$ cat src/rtl/smr_pkg.sv
package smr_pkg;
  typedef enum logic [1:0] {
    WID_16 = 2'd0,
    WID_18 = 2'd1,
    WID_20 = 2'd2,
    WID_24 = 2'd3
  } width_code_e;

  function automatic int unsigned cleared_bits(input logic [1:0] code, input int unsigned dw);
    case (width_code_e'(code))
      WID_16:  return dw - 16;
      WID_18:  return dw - 18;
      WID_20:  return dw - 20;
      default: return dw - 24;
    endcase
  endfunction
endpackage

$ cat src/rtl/smr_gain_ctrl.sv
module smr_gain_ctrl #(
  parameter int RAMP_LOG2 = 10,
  parameter int HOLD_LEN  = 4410,
  localparam int GW = RAMP_LOG2 + 1,
  localparam int HW = $clog2(HOLD_LEN + 1)
) (
  input  logic          clk,
  input  logic          rst_n,
  input  logic          step,
  input  logic          mute_req,
  input  logic          hold_mode,
  output logic [GW-1:0] gain_o
);
  localparam logic [GW-1:0] UNITY = {1'b1, {RAMP_LOG2{1'b0}}};

  logic [GW-1:0] gain_q;
  logic [HW-1:0] hold_q;
  logic          holding;

  assign holding = hold_mode && (hold_q != '0);
  assign gain_o  = holding ? '0 : gain_q;

  always_ff @(posedge clk or negedge rst_n) begin
    if (!rst_n) begin
      gain_q <= UNITY;
      hold_q <= HW'(HOLD_LEN);
    end else begin
      if (step && hold_q != '0) hold_q <= hold_q - 1'b1;
      if (holding) begin
        gain_q <= '0;
      end else if (step) begin
        if (mute_req && gain_q != '0)         gain_q <= gain_q - 1'b1;
        else if (!mute_req && gain_q != UNITY) gain_q <= gain_q + 1'b1;
      end
    end
  end

  assert_gain_range_R1: assert property (@(posedge clk) disable iff (!rst_n)
    gain_q <= UNITY);

  assert_single_step_R2: assert property (@(posedge clk) disable iff (!rst_n)
    (!holding && !$past(holding)) |->
      (gain_q == $past(gain_q) || gain_q == $past(gain_q) + 1'b1 || gain_q + 1'b1 == $past(gain_q)));

  assert_no_move_unaccepted_R9: assert property (@(posedge clk) disable iff (!rst_n)
    (!step && !holding) |=> $stable(gain_q));
endmodule

$ cat src/rtl/smr_lfsr.sv
module smr_lfsr #(
  parameter int            LW   = 16,
  parameter logic [LW-1:0] TAPS = 16'hB400,
  parameter logic [LW-1:0] SEED = 16'hACE1,
  parameter int            NOUT = 2
) (
  input  logic            clk,
  input  logic            rst_n,
  input  logic            adv,
  output logic [NOUT-1:0] rnd
);
  logic [LW-1:0] st_q;

  always_ff @(posedge clk or negedge rst_n) begin
    if (!rst_n)   st_q <= SEED;
    else if (adv) st_q <= st_q[0] ? ((st_q >> 1) ^ TAPS) : (st_q >> 1);
  end

  assign rnd = st_q[NOUT-1:0];

  assert_lfsr_alive_R8: assert property (@(posedge clk) disable iff (!rst_n)
    st_q != '0);
endmodule

$ cat src/rtl/smr_lane.sv
module smr_lane
  import smr_pkg::*;
#(
  parameter int DW = 24,
  parameter int RAMP_LOG2 = 10,
  localparam int GW = RAMP_LOG2 + 1,
  localparam int PW = DW + GW + 1
) (
  input  logic [DW-1:0] sample,
  input  logic [GW-1:0] gain,
  input  logic [1:0]    width_sel,
  input  logic          dith_on,
  output logic [DW-1:0] result
);
  logic signed [PW-1:0] prod;
  logic [DW-1:0] scaled, lsb, keep_mask, trunc, sum;
  logic          wrap;

  always_comb begin
    prod      = $signed(sample) * $signed({1'b0, gain});
    scaled    = prod[RAMP_LOG2 +: DW];
    lsb       = DW'(1) << cleared_bits(width_sel, DW);
    keep_mask = ~(lsb - 1'b1);
    trunc     = scaled & keep_mask;
    sum       = trunc + (dith_on ? lsb : '0);
    wrap      = !trunc[DW-1] && sum[DW-1];
    result    = wrap ? trunc : sum;
  end

  always_comb begin
    assert_prod_fits_R1: assert (prod[PW-1:RAMP_LOG2+DW-1] == '0 || &prod[PW-1:RAMP_LOG2+DW-1]);
    assert_low_bits_clear_R7: assert ((result & (lsb - 1'b1)) == '0);
    assert_no_wrap_R8: assert (!(!scaled[DW-1] && result[DW-1]));
  end

  logic unused_low;
  assign unused_low = ^prod[RAMP_LOG2-1:0];
endmodule

$ cat src/rtl/soft_mute_ramp.sv
module soft_mute_ramp #(
  parameter int DW        = 24,
  parameter int RAMP_LOG2 = 10,
  parameter int HOLD_LEN  = 4410,
  localparam int NCH = 2,
  localparam int GW  = RAMP_LOG2 + 1
) (
  input  logic          clk,
  input  logic          rst_n,
  input  logic          mute_req,
  input  logic          hold_mode,
  input  logic          pll_unlock,
  input  logic          dither_en,
  input  logic [1:0]    width_sel,
  input  logic          s_valid,
  output logic          s_ready,
  input  logic [DW-1:0] s_left,
  input  logic [DW-1:0] s_right,
  output logic          m_valid,
  input  logic          m_ready,
  output logic [DW-1:0] m_left,
  output logic [DW-1:0] m_right
);
  logic          acc;
  logic [GW-1:0] gain;
  logic [NCH-1:0] rnd;
  logic [DW-1:0] lane_in  [NCH];
  logic [DW-1:0] lane_out [NCH];

  assign s_ready    = !m_valid || m_ready;
  assign acc        = s_valid && s_ready;
  assign lane_in[0] = s_left;
  assign lane_in[1] = s_right;

  smr_gain_ctrl #(.RAMP_LOG2(RAMP_LOG2), .HOLD_LEN(HOLD_LEN)) u_gain (
    .clk(clk), .rst_n(rst_n), .step(acc), .mute_req(mute_req),
    .hold_mode(hold_mode), .gain_o(gain)
  );

  smr_lfsr #(.NOUT(NCH)) u_rnd (
    .clk(clk), .rst_n(rst_n), .adv(acc), .rnd(rnd)
  );

  for (genvar c = 0; c < NCH; c++) begin : g_lane
    smr_lane #(.DW(DW), .RAMP_LOG2(RAMP_LOG2)) u_lane (
      .sample(lane_in[c]), .gain(gain), .width_sel(width_sel),
      .dith_on(dither_en && rnd[c]), .result(lane_out[c])
    );
  end

  always_ff @(posedge clk or negedge rst_n) begin
    if (!rst_n) begin
      m_valid <= 1'b0;
      m_left  <= '0;
      m_right <= '0;
    end else if (acc) begin
      m_valid <= 1'b1;
      m_left  <= pll_unlock ? '0 : lane_out[0];
      m_right <= pll_unlock ? '0 : lane_out[1];
    end else if (m_ready) begin
      m_valid <= 1'b0;
    end
  end

  assert_unlock_zero_R6: assert property (@(posedge clk) disable iff (!rst_n)
    (acc && pll_unlock) |=> (m_valid && m_left == '0 && m_right == '0));

  assert_stall_hold_R9: assert property (@(posedge clk) disable iff (!rst_n)
    (m_valid && !m_ready) |=> (m_valid && $stable(m_left) && $stable(m_right)));
endmodule

$ cat config.mk
export PLATFORM = sky130hd
export DESIGN_NAME = soft_mute_ramp
export DESIGN_NICKNAME = d
export VERILOG_FILES = /design/src/rtl/smr_pkg.sv /design/src/rtl/smr_gain_ctrl.sv /design/src/rtl/smr_lfsr.sv /design/src/rtl/smr_lane.sv /design/src/rtl/soft_mute_ramp.sv
export SDC_FILE = /design/constraint.sdc
export NUM_CORES = 2
export LEC_CHECK = 0
export BUFFER_PORTS_ARGS = -buffer_cell sky130_fd_sc_hd__buf_2
export CAP_MARGIN = 20
export CORE_UTILIZATION = 59
export DETAILED_ROUTE_END_ITERATION = 7
export GPL_TIMING_DRIVEN = 0
export PLACE_DENSITY = 0.8
export SYNTH_ARGS = -nofsm -noshare
export SYNTH_HDL_FRONTEND = slang
export SYNTH_SLANG_ARGS = --single-unit
$ cat constraint.sdc
create_clock -name clk -period 9 [get_ports clk]
set_input_delay 1.8 -clock clk [delete_from_list [all_inputs] [get_ports clk]]
set_output_delay 1.8 -clock clk [all_outputs]
set_load 0.01 [all_outputs]
# Word-level counts from Yosys, hierarchy flattened
# Index checks and enable logic that the tools add are counted.
# totals
regBits,89
out_inout_bits,50
# classes
mux,15
shifts,1
n_mul,2
add_sub_neg,6
n_bitwise,4
n_eq_ne,3
n_reduce_logical,21
# ops
cell,n
$mux W24,6
$mul A24 B12 Y34,2
$mux W11,5
$add A24 B24 Y24,2
$and A24 B24 Y24,2
$not A24 Y24,1
$shl A1 B4 Y24 const A,1
$sub A24 B1 Y24 const B,1
$mux W16,1
$reduce_bool A13 Y1,1
$sub A13 B1 Y13 const B,1
$pmux W4 S3,1
$add A11 B1 Y11 const B,1
$ne A11 B11 Y1 const B,1
$reduce_bool A11 Y1,1
$sub A11 B1 Y11 const B,1
$logic_and A1 B1 Y1,9
$logic_not A1 Y1,4
$not A3 Y4,1
$reduce_bool A2 Y1,2
$reduce_bool A3 Y1,1
$eq A2 B1 Y1 const B,1
$eq A2 B2 Y1 const B,1
$logic_not A2 Y1,1
other kinds (3),4

# Depth between registers and ports, before layout
# depth
word_depth,10
depth_mapped,40
depth_no_buf,36

# Hierarchy
# Synthesis repeated with hierarchy kept, for this count alone.
# hier_totals
hier_cells,2915
hier_area_um2,25408.1
# modules_own_cells
module,seq_area_each_um2,area_per_inst_um2,instances,cells_each
smr_lane (g_lane[1].u_lane),0.0,10467.5,1,1268
smr_lane (g_lane[0].u_lane),0.0,10465.0,1,1274
soft_mute_ramp,1226.2,2210.9,1,161
smr_gain_ctrl,609.3,1594.0,1,170
smr_lfsr,410.4,670.6,1,42

# Worst setup path after synthesis
# Ideal clock, no wire load.
# synth_path
kind,input-to-reg
startpoint,input port hold_mode
endpoint,register m_right[4]
path_buffers,6
slack_ps,-523
t_required_ps,8879
stages,35
arrival_ps,9402
cell_sequence,o31ai_4 -> buf_2 -> clkbuf_1 -> and2_0 -> clkbuf_1 -> clkbuf_1 -> nand2_1 -> fa_1 -> fa_1 -> inv_1 -> fa_1 -> fa_1 -> inv_1 -> fa_1 -> inv_1 -> ha_1 -> clkbuf_1 -> and3_1 -> a221oi_1 -> o21ai_0 -> a21oi_1 -> xor2_1 -> nor2_1 -> ha_1 -> inv_1 -> or3_1 -> mux2_2 -> a32oi_1 -> nand3_1 -> a21o_1 -> o21ai_2 -> nand3_1 -> buf_2 -> mux2i_1 -> a22o_1
# synth_via
elab_chain_len,8
elab_cells_between_ends,9
# synth_rtl
item,line_no,text
from (decl),soft_mute_ramp.sv:11,"input logic hold_mode,"
$logic_and A1 B1 Y1 *,smr_gain_ctrl.sv:20,assign holding = hold_mode && (hold_q != '0);
$mux W11 *,smr_gain_ctrl.sv:21,assign gain_o = holding ? '0 : gain_q;
$mul A24 B12 Y34 *,smr_lane.sv:20,"prod = $signed(sample) * $signed({1'b0, gain});"
$and A24 B24 Y24 *,smr_lane.sv:24,trunc = scaled & keep_mask;
$add A24 B24 Y24 / $logic_not A1 Y1 (equally long branches),"smr_lane.sv:25, smr_lane.sv:26",
$logic_and A1 B1 Y1,smr_lane.sv:26,wrap = !trunc[DW-1] && sum[DW-1];
$mux W24 *,smr_lane.sv:27,result = wrap ? trunc : sum;
$mux W24 *,soft_mute_ramp.sv:59,m_right <= pll_unlock ? '0 : lane_out[1];
to (signal assigned),soft_mute_ramp.sv:59,
to (decl),soft_mute_ramp.sv:22,output logic [DW-1:0] m_right
# Mark *: on every way between the ends. The rest lies on a longest branch, timed or not.
# A chain may end at the register's enable or synchronous reset.

# Worst setup path in the final report
# layout_path
startpoint,input port hold_mode
endpoint,register m_left[18]
# layout_via
elab_chain_len,8
elab_cells_between_ends,9
# layout_rtl
item,line_no,text
$logic_and A1 B1 Y1 *,smr_gain_ctrl.sv:20,
$mux W11 *,smr_gain_ctrl.sv:21,
$mul A24 B12 Y34 *,smr_lane.sv:20,
$and A24 B24 Y24 *,smr_lane.sv:24,
$add A24 B24 Y24 / $logic_not A1 Y1 (equally long branches),"smr_lane.sv:25, smr_lane.sv:26",
$logic_and A1 B1 Y1,smr_lane.sv:26,
$mux W24 *,smr_lane.sv:27,
$mux W24 *,soft_mute_ramp.sv:58,m_left <= pll_unlock ? '0 : lane_out[0];
to (signal assigned),soft_mute_ramp.sv:58,
to (decl),soft_mute_ramp.sv:21,"output logic [DW-1:0] m_left,"
# Marks and branches as above.

==> flow_summary.rst <==
.. list-table::
   :header-rows: 1

   * - Metric
     - Value
   * - Vertical extent of the die
     - approximately 200 um
   * - Vias per std cell
     - roughly 6.0
   * - Synthesized area per cell
     - roughly 8.4 sq um
   * - Gr usage total
     - 37.9%
   * - Primary FF master, synth
     - sky130_fd_sc_hd__dfrtp_1
   * - Global-route wire length before repair
     - 122,000 um
   * - Fraction of final layout cells with drive strength greater than 1
     - 14.6%
   * - Clock share of power
     - 5.1%
   * - Vias in the first global route
     - 23.3k
   * - Critical path's slowest cell
     - sky130_fd_sc_hd__fa_1
   * - TritonCTS clock tree
     - built
   * - Clk Tree Root Cell
     - sky130_fd_sc_hd__clkbuf_16
   * - Transition time at the pin with the least slew margin
     - 1.10 ns
   * - Net count of the mapped netlist
     - between 3k and 4k
   * - Period Utilization, post-route
     - 100%
   * - Cell Int Power
     - 3480 uW
   * - Cell count after synthesis
     - 2,938
   * - Share of synthesized cell area in and, or, nand and nor gates
     - 18.6%
   * - Number of storage elements in the synthesis netlist
     - 89
   * - Fraction of registers with async set/reset
     - 100%
   * - Post-synthesis cell area
     - 24,600 sq um
   * - Max-Cap Viols
     - 0
   * - Cell total after placement
     - 3,577
   * - Number of optimization iterations in the first detailed-route pass
     - 6
   * - Setup violators final
     - 6
   * - Yosys synthesis warning count
     - 0
   * - RD Place Congestion
     - 0.996
   * - Proportion of synthesized area in mux cells
     - 1.56%
   * - Total wirelength of the detailed-routed design
     - 78,200 um
   * - Share of Yosys cell area claimed by the top area cell type
     - between 30% and 40%
   * - Hold_buf cts
     - 0
   * - I/O pin total
     - 108
   * - Count of cell types in the netlist
     - 86
   * - Kind of end point of the critical path
     - flip-flop
   * - Internal reg-to-reg setup slack
     - 0.14 ns
   * - Max Root-Sink Buffers
     - 2
   * - Net switching power figure
     - between 4000 and 5000 uW
   * - DRC marker count from the first detailed-route iteration
     - 1,772
   * - Core ar.
     - between 40,000 and 50,000 sq um
   * - Count of antenna-violating nets left after detailed routing
     - 0
   * - Total of buffers placed on input and output ports
     - 105
   * - Instance area after placement
     - 25,900 sq um
   * - Power per unit of standard cell area
     - 284 nW/um^2
   * - Worst slew margin
     - 25.9%
   * - Critical setup path kind
     - in -> reg
   * - Biggest area consumer among synthesized cells
     - sky130_fd_sc_hd__fa_1
   * - Remaining routing DRC violations
     - 0
   * - Maximum fanout count along the critical path
     - 9
   * - Parity-gate share of the synthesized area counting xor and xnor cells
     - 4.07%
   * - Biggest cell delay along the critical path
     - 0.61 ns
   * - Most common cell after layout, fill and taps aside
     - sky130_fd_sc_hd__inv_1
   * - Peak clock frequency supported by timing
     - 111 MHz
   * - Detailed-route via count
     - 22.1k
   * - Non-filler instance count after layout
     - approximately 3.7k
   * - Post-synth EDFFs
     - 0
   * - Top cells by area in the synthesized netlist
     - sky130_fd_sc_hd__fa_1, sky130_fd_sc_hd__inv_1, sky130_fd_sc_hd__ha_1, sky130_fd_sc_hd__nand2_1, sky130_fd_sc_hd__dfrtp_1
   * - Outcome
     - finished, violations left
   * - Largest family of logic cells by synthesized area
     - adder cells
   * - Worst EP arrival
     - ~9.3 ns
   * - Post-synthesis share of cell area spent on full adders, half adders and majority gates
     - between 40% and 50%
   * - Full die area
     - 42,400 sq um
   * - H-tree levels
     - 3
   * - Half-perimeter wire length after detailed placement
     - 61,900 um
   * - Static Leak
     - 0.0146 uW
   * - Required time of the worst setup path
     - 9.23 ns
   * - Initial antenna violation count
     - 0
   * - Register share of total power
     - 9.0%
   * - Row count
     - 74
   * - Die width
     - 206 um
   * - Nature of the critical path startpoint
     - input port
   * - Final Worst Setup Slack
     - -0.0314 ns
   * - Clock slew at reported path FFs
     - roughly 0.07 ns
   * - Total Neg Setup Slack
     - -0.108 ns
   * - Maximum number of pins on one net before global-route repair
     - 74
   * - RSZ-0062 raised after global routing
     - yes
   * - Inserted Clock Buffers
     - 9
   * - Layout-stage area growth over the synthesis result
     - 13.9%
   * - Post-Layout Inst Area
     - 28,000 sq um
   * - Clk sink count
     - 89
   * - Net switching fraction of the power
     - 56.2%
   * - Violations in the final reports
     - setup timing
   * - Insertion delay of the later-clocked pin in the worst-skew pair
     - about 0.35 ns
   * - Final min period
     - 9.03 ns
   * - Most used cell, CP
     - sky130_fd_sc_hd__ha_1
   * - Worst Skew
     - 0.0148 ns
   * - Nets
     - 3,827
   * - Final number of hold-violating endpoints
     - 0
   * - Remaining global-route overflow
     - 0
   * - Worst hold slack
     - 0.468 ns
   * - Wire per inst
     - around 21 um
   * - Synth Area in Compound Gates
     - 9.55%
   * - Part of the Yosys area used for sequential elements
     - a little under a tenth
   * - Worst voltage drop across the vdd grid
     - ~0.32 mV
   * - Most frequent cells in the layout
     - sky130_fd_sc_hd__inv_1, sky130_fd_sc_hd__nand2_1, sky130_fd_sc_hd__fa_1
   * - Hold/Removal Path Class
     - reg -> reg
   * - Combinational Power Share
     - between 80% and 90%
   * - Starting utilization of the core area
     - 60.0%
   * - Slew Limit Fails
     - 0
through the flow:
step                power, uW  util (%)  setup WS (ns)
floorplan                4920         -        0.00524
global placement         6590      63.3          -1.89
detailed placement       6740      63.4          -1.97
CTS                      7600      66.9         -0.124
global route             8670      68.4         -0.305
finish                   7950      68.4        -0.0314
power groups by stage:
stage,sequential (uW),combinational (uW),clock [uW]
6_report,715,6840,404
4_1_cts,706,6480,406
3_5_place_dp,712,6030,0
5_1_grt,729,7520,419
3_3_place_gp,700,5880,0
2_1_floorplan,684,4240,0
sequential cells by signal, indices dropped and copies added (netlist names):
register / flops
u_gain.hold_q: 13
m_left: 24
u_rnd.st_q: 16
m_right: 24
m_valid: 1
u_gain.gain_q: 11
layer usage:
layer / global-route usage, % / vias to the layer above / wire length (um)
met5: 0 / - / 0
li1: - / 9598 / -
met4: 21.6 / 0 / 4930
met2: 63.5 / 1107 / 38000
met3: 5.91 / 277 / 6430
met1: 46.5 / 11100 / 28900
logic make-up after synthesis:
logic type / after synthesis
AOI/OAI and AO/OA: 358
xor gates and xnor gates: 114
adders and majority gates: 623
buffers and inverters: 759
DFF: 89
muxes: 36
and+or+nand+nor: 959
what timing repair did:
item | in CTS | in global routing
setup buffers | 72 | 30
resized for setup | 161 | 118
setup endpoints to repair | 48 | 48
cloned | 3 | 0
pin swaps | 52 | 76
critical path: cells and delay by family:
kind	cells	cell delay [ns]
adder cells (fa/ha/maj)	8	2.80
AND/OR/NAND/NOR	9	1.81
AO/OA/AOI/OAI	9	1.51
buffers and inverters	10	1.01
XOR/XNOR	2	0.29
final timing paths:
path | cells past startpoint | end | start
max in group asynchronous | 2 | u_rnd.st_q[10] | rst_n
min | 2 | m_right[15] | m_right[15]
max reg2reg | 40 | m_left[18] | u_gain.hold_q[0]
min in group asynchronous | 1 | u_gain.hold_q[7] | rst_n
max | 38 | m_left[18] | hold_mode
min reg2reg | 2 | m_right[15] | m_right[15]
cell type report:
cell class	instances	area, sq um
diodes	1	2.50
plain buffers	157	1010
clock buffers	9	225
clock inverters	7	87.6
fillers	3332	12900
inverters	588	2210
multi-input cells	2090	20100
flip-flops and latches	89	2250
well taps	532	666
repair buffers	211	1420
synthesized netlist by cell type (12+ instances only):
| cell | instances |
|---|---|
| sky130_fd_sc_hd__xnor2_1 | 75 |
| sky130_fd_sc_hd__dfstp_2 | 15 |
| sky130_fd_sc_hd__inv_1 | 588 |
| sky130_fd_sc_hd__clkbuf_1 | 162 |
| sky130_fd_sc_hd__mux2i_1 | 18 |
| sky130_fd_sc_hd__and3_1 | 171 |
| sky130_fd_sc_hd__xor2_1 | 39 |
| sky130_fd_sc_hd__a21o_1 | 32 |
| sky130_fd_sc_hd__a211oi_1 | 17 |
| sky130_fd_sc_hd__mux2_2 | 18 |
| sky130_fd_sc_hd__and2_1 | 28 |
| sky130_fd_sc_hd__o211ai_1 | 14 |
| sky130_fd_sc_hd__nor2_1 | 89 |
| sky130_fd_sc_hd__ha_1 | 174 |
| sky130_fd_sc_hd__nor3_1 | 24 |
| sky130_fd_sc_hd__nand4_1 | 21 |
| sky130_fd_sc_hd__nand3_1 | 35 |
| sky130_fd_sc_hd__nand2_1 | 508 |
| sky130_fd_sc_hd__dfrtp_1 | 74 |
| sky130_fd_sc_hd__a21oi_1 | 92 |
| sky130_fd_sc_hd__or3_1 | 12 |
| sky130_fd_sc_hd__nor4_1 | 13 |
| sky130_fd_sc_hd__fa_1 | 449 |
| sky130_fd_sc_hd__o21bai_1 | 14 |
| sky130_fd_sc_hd__o21ai_0 | 91 |
No activity file was read; power rests on OpenSTA's default activity.
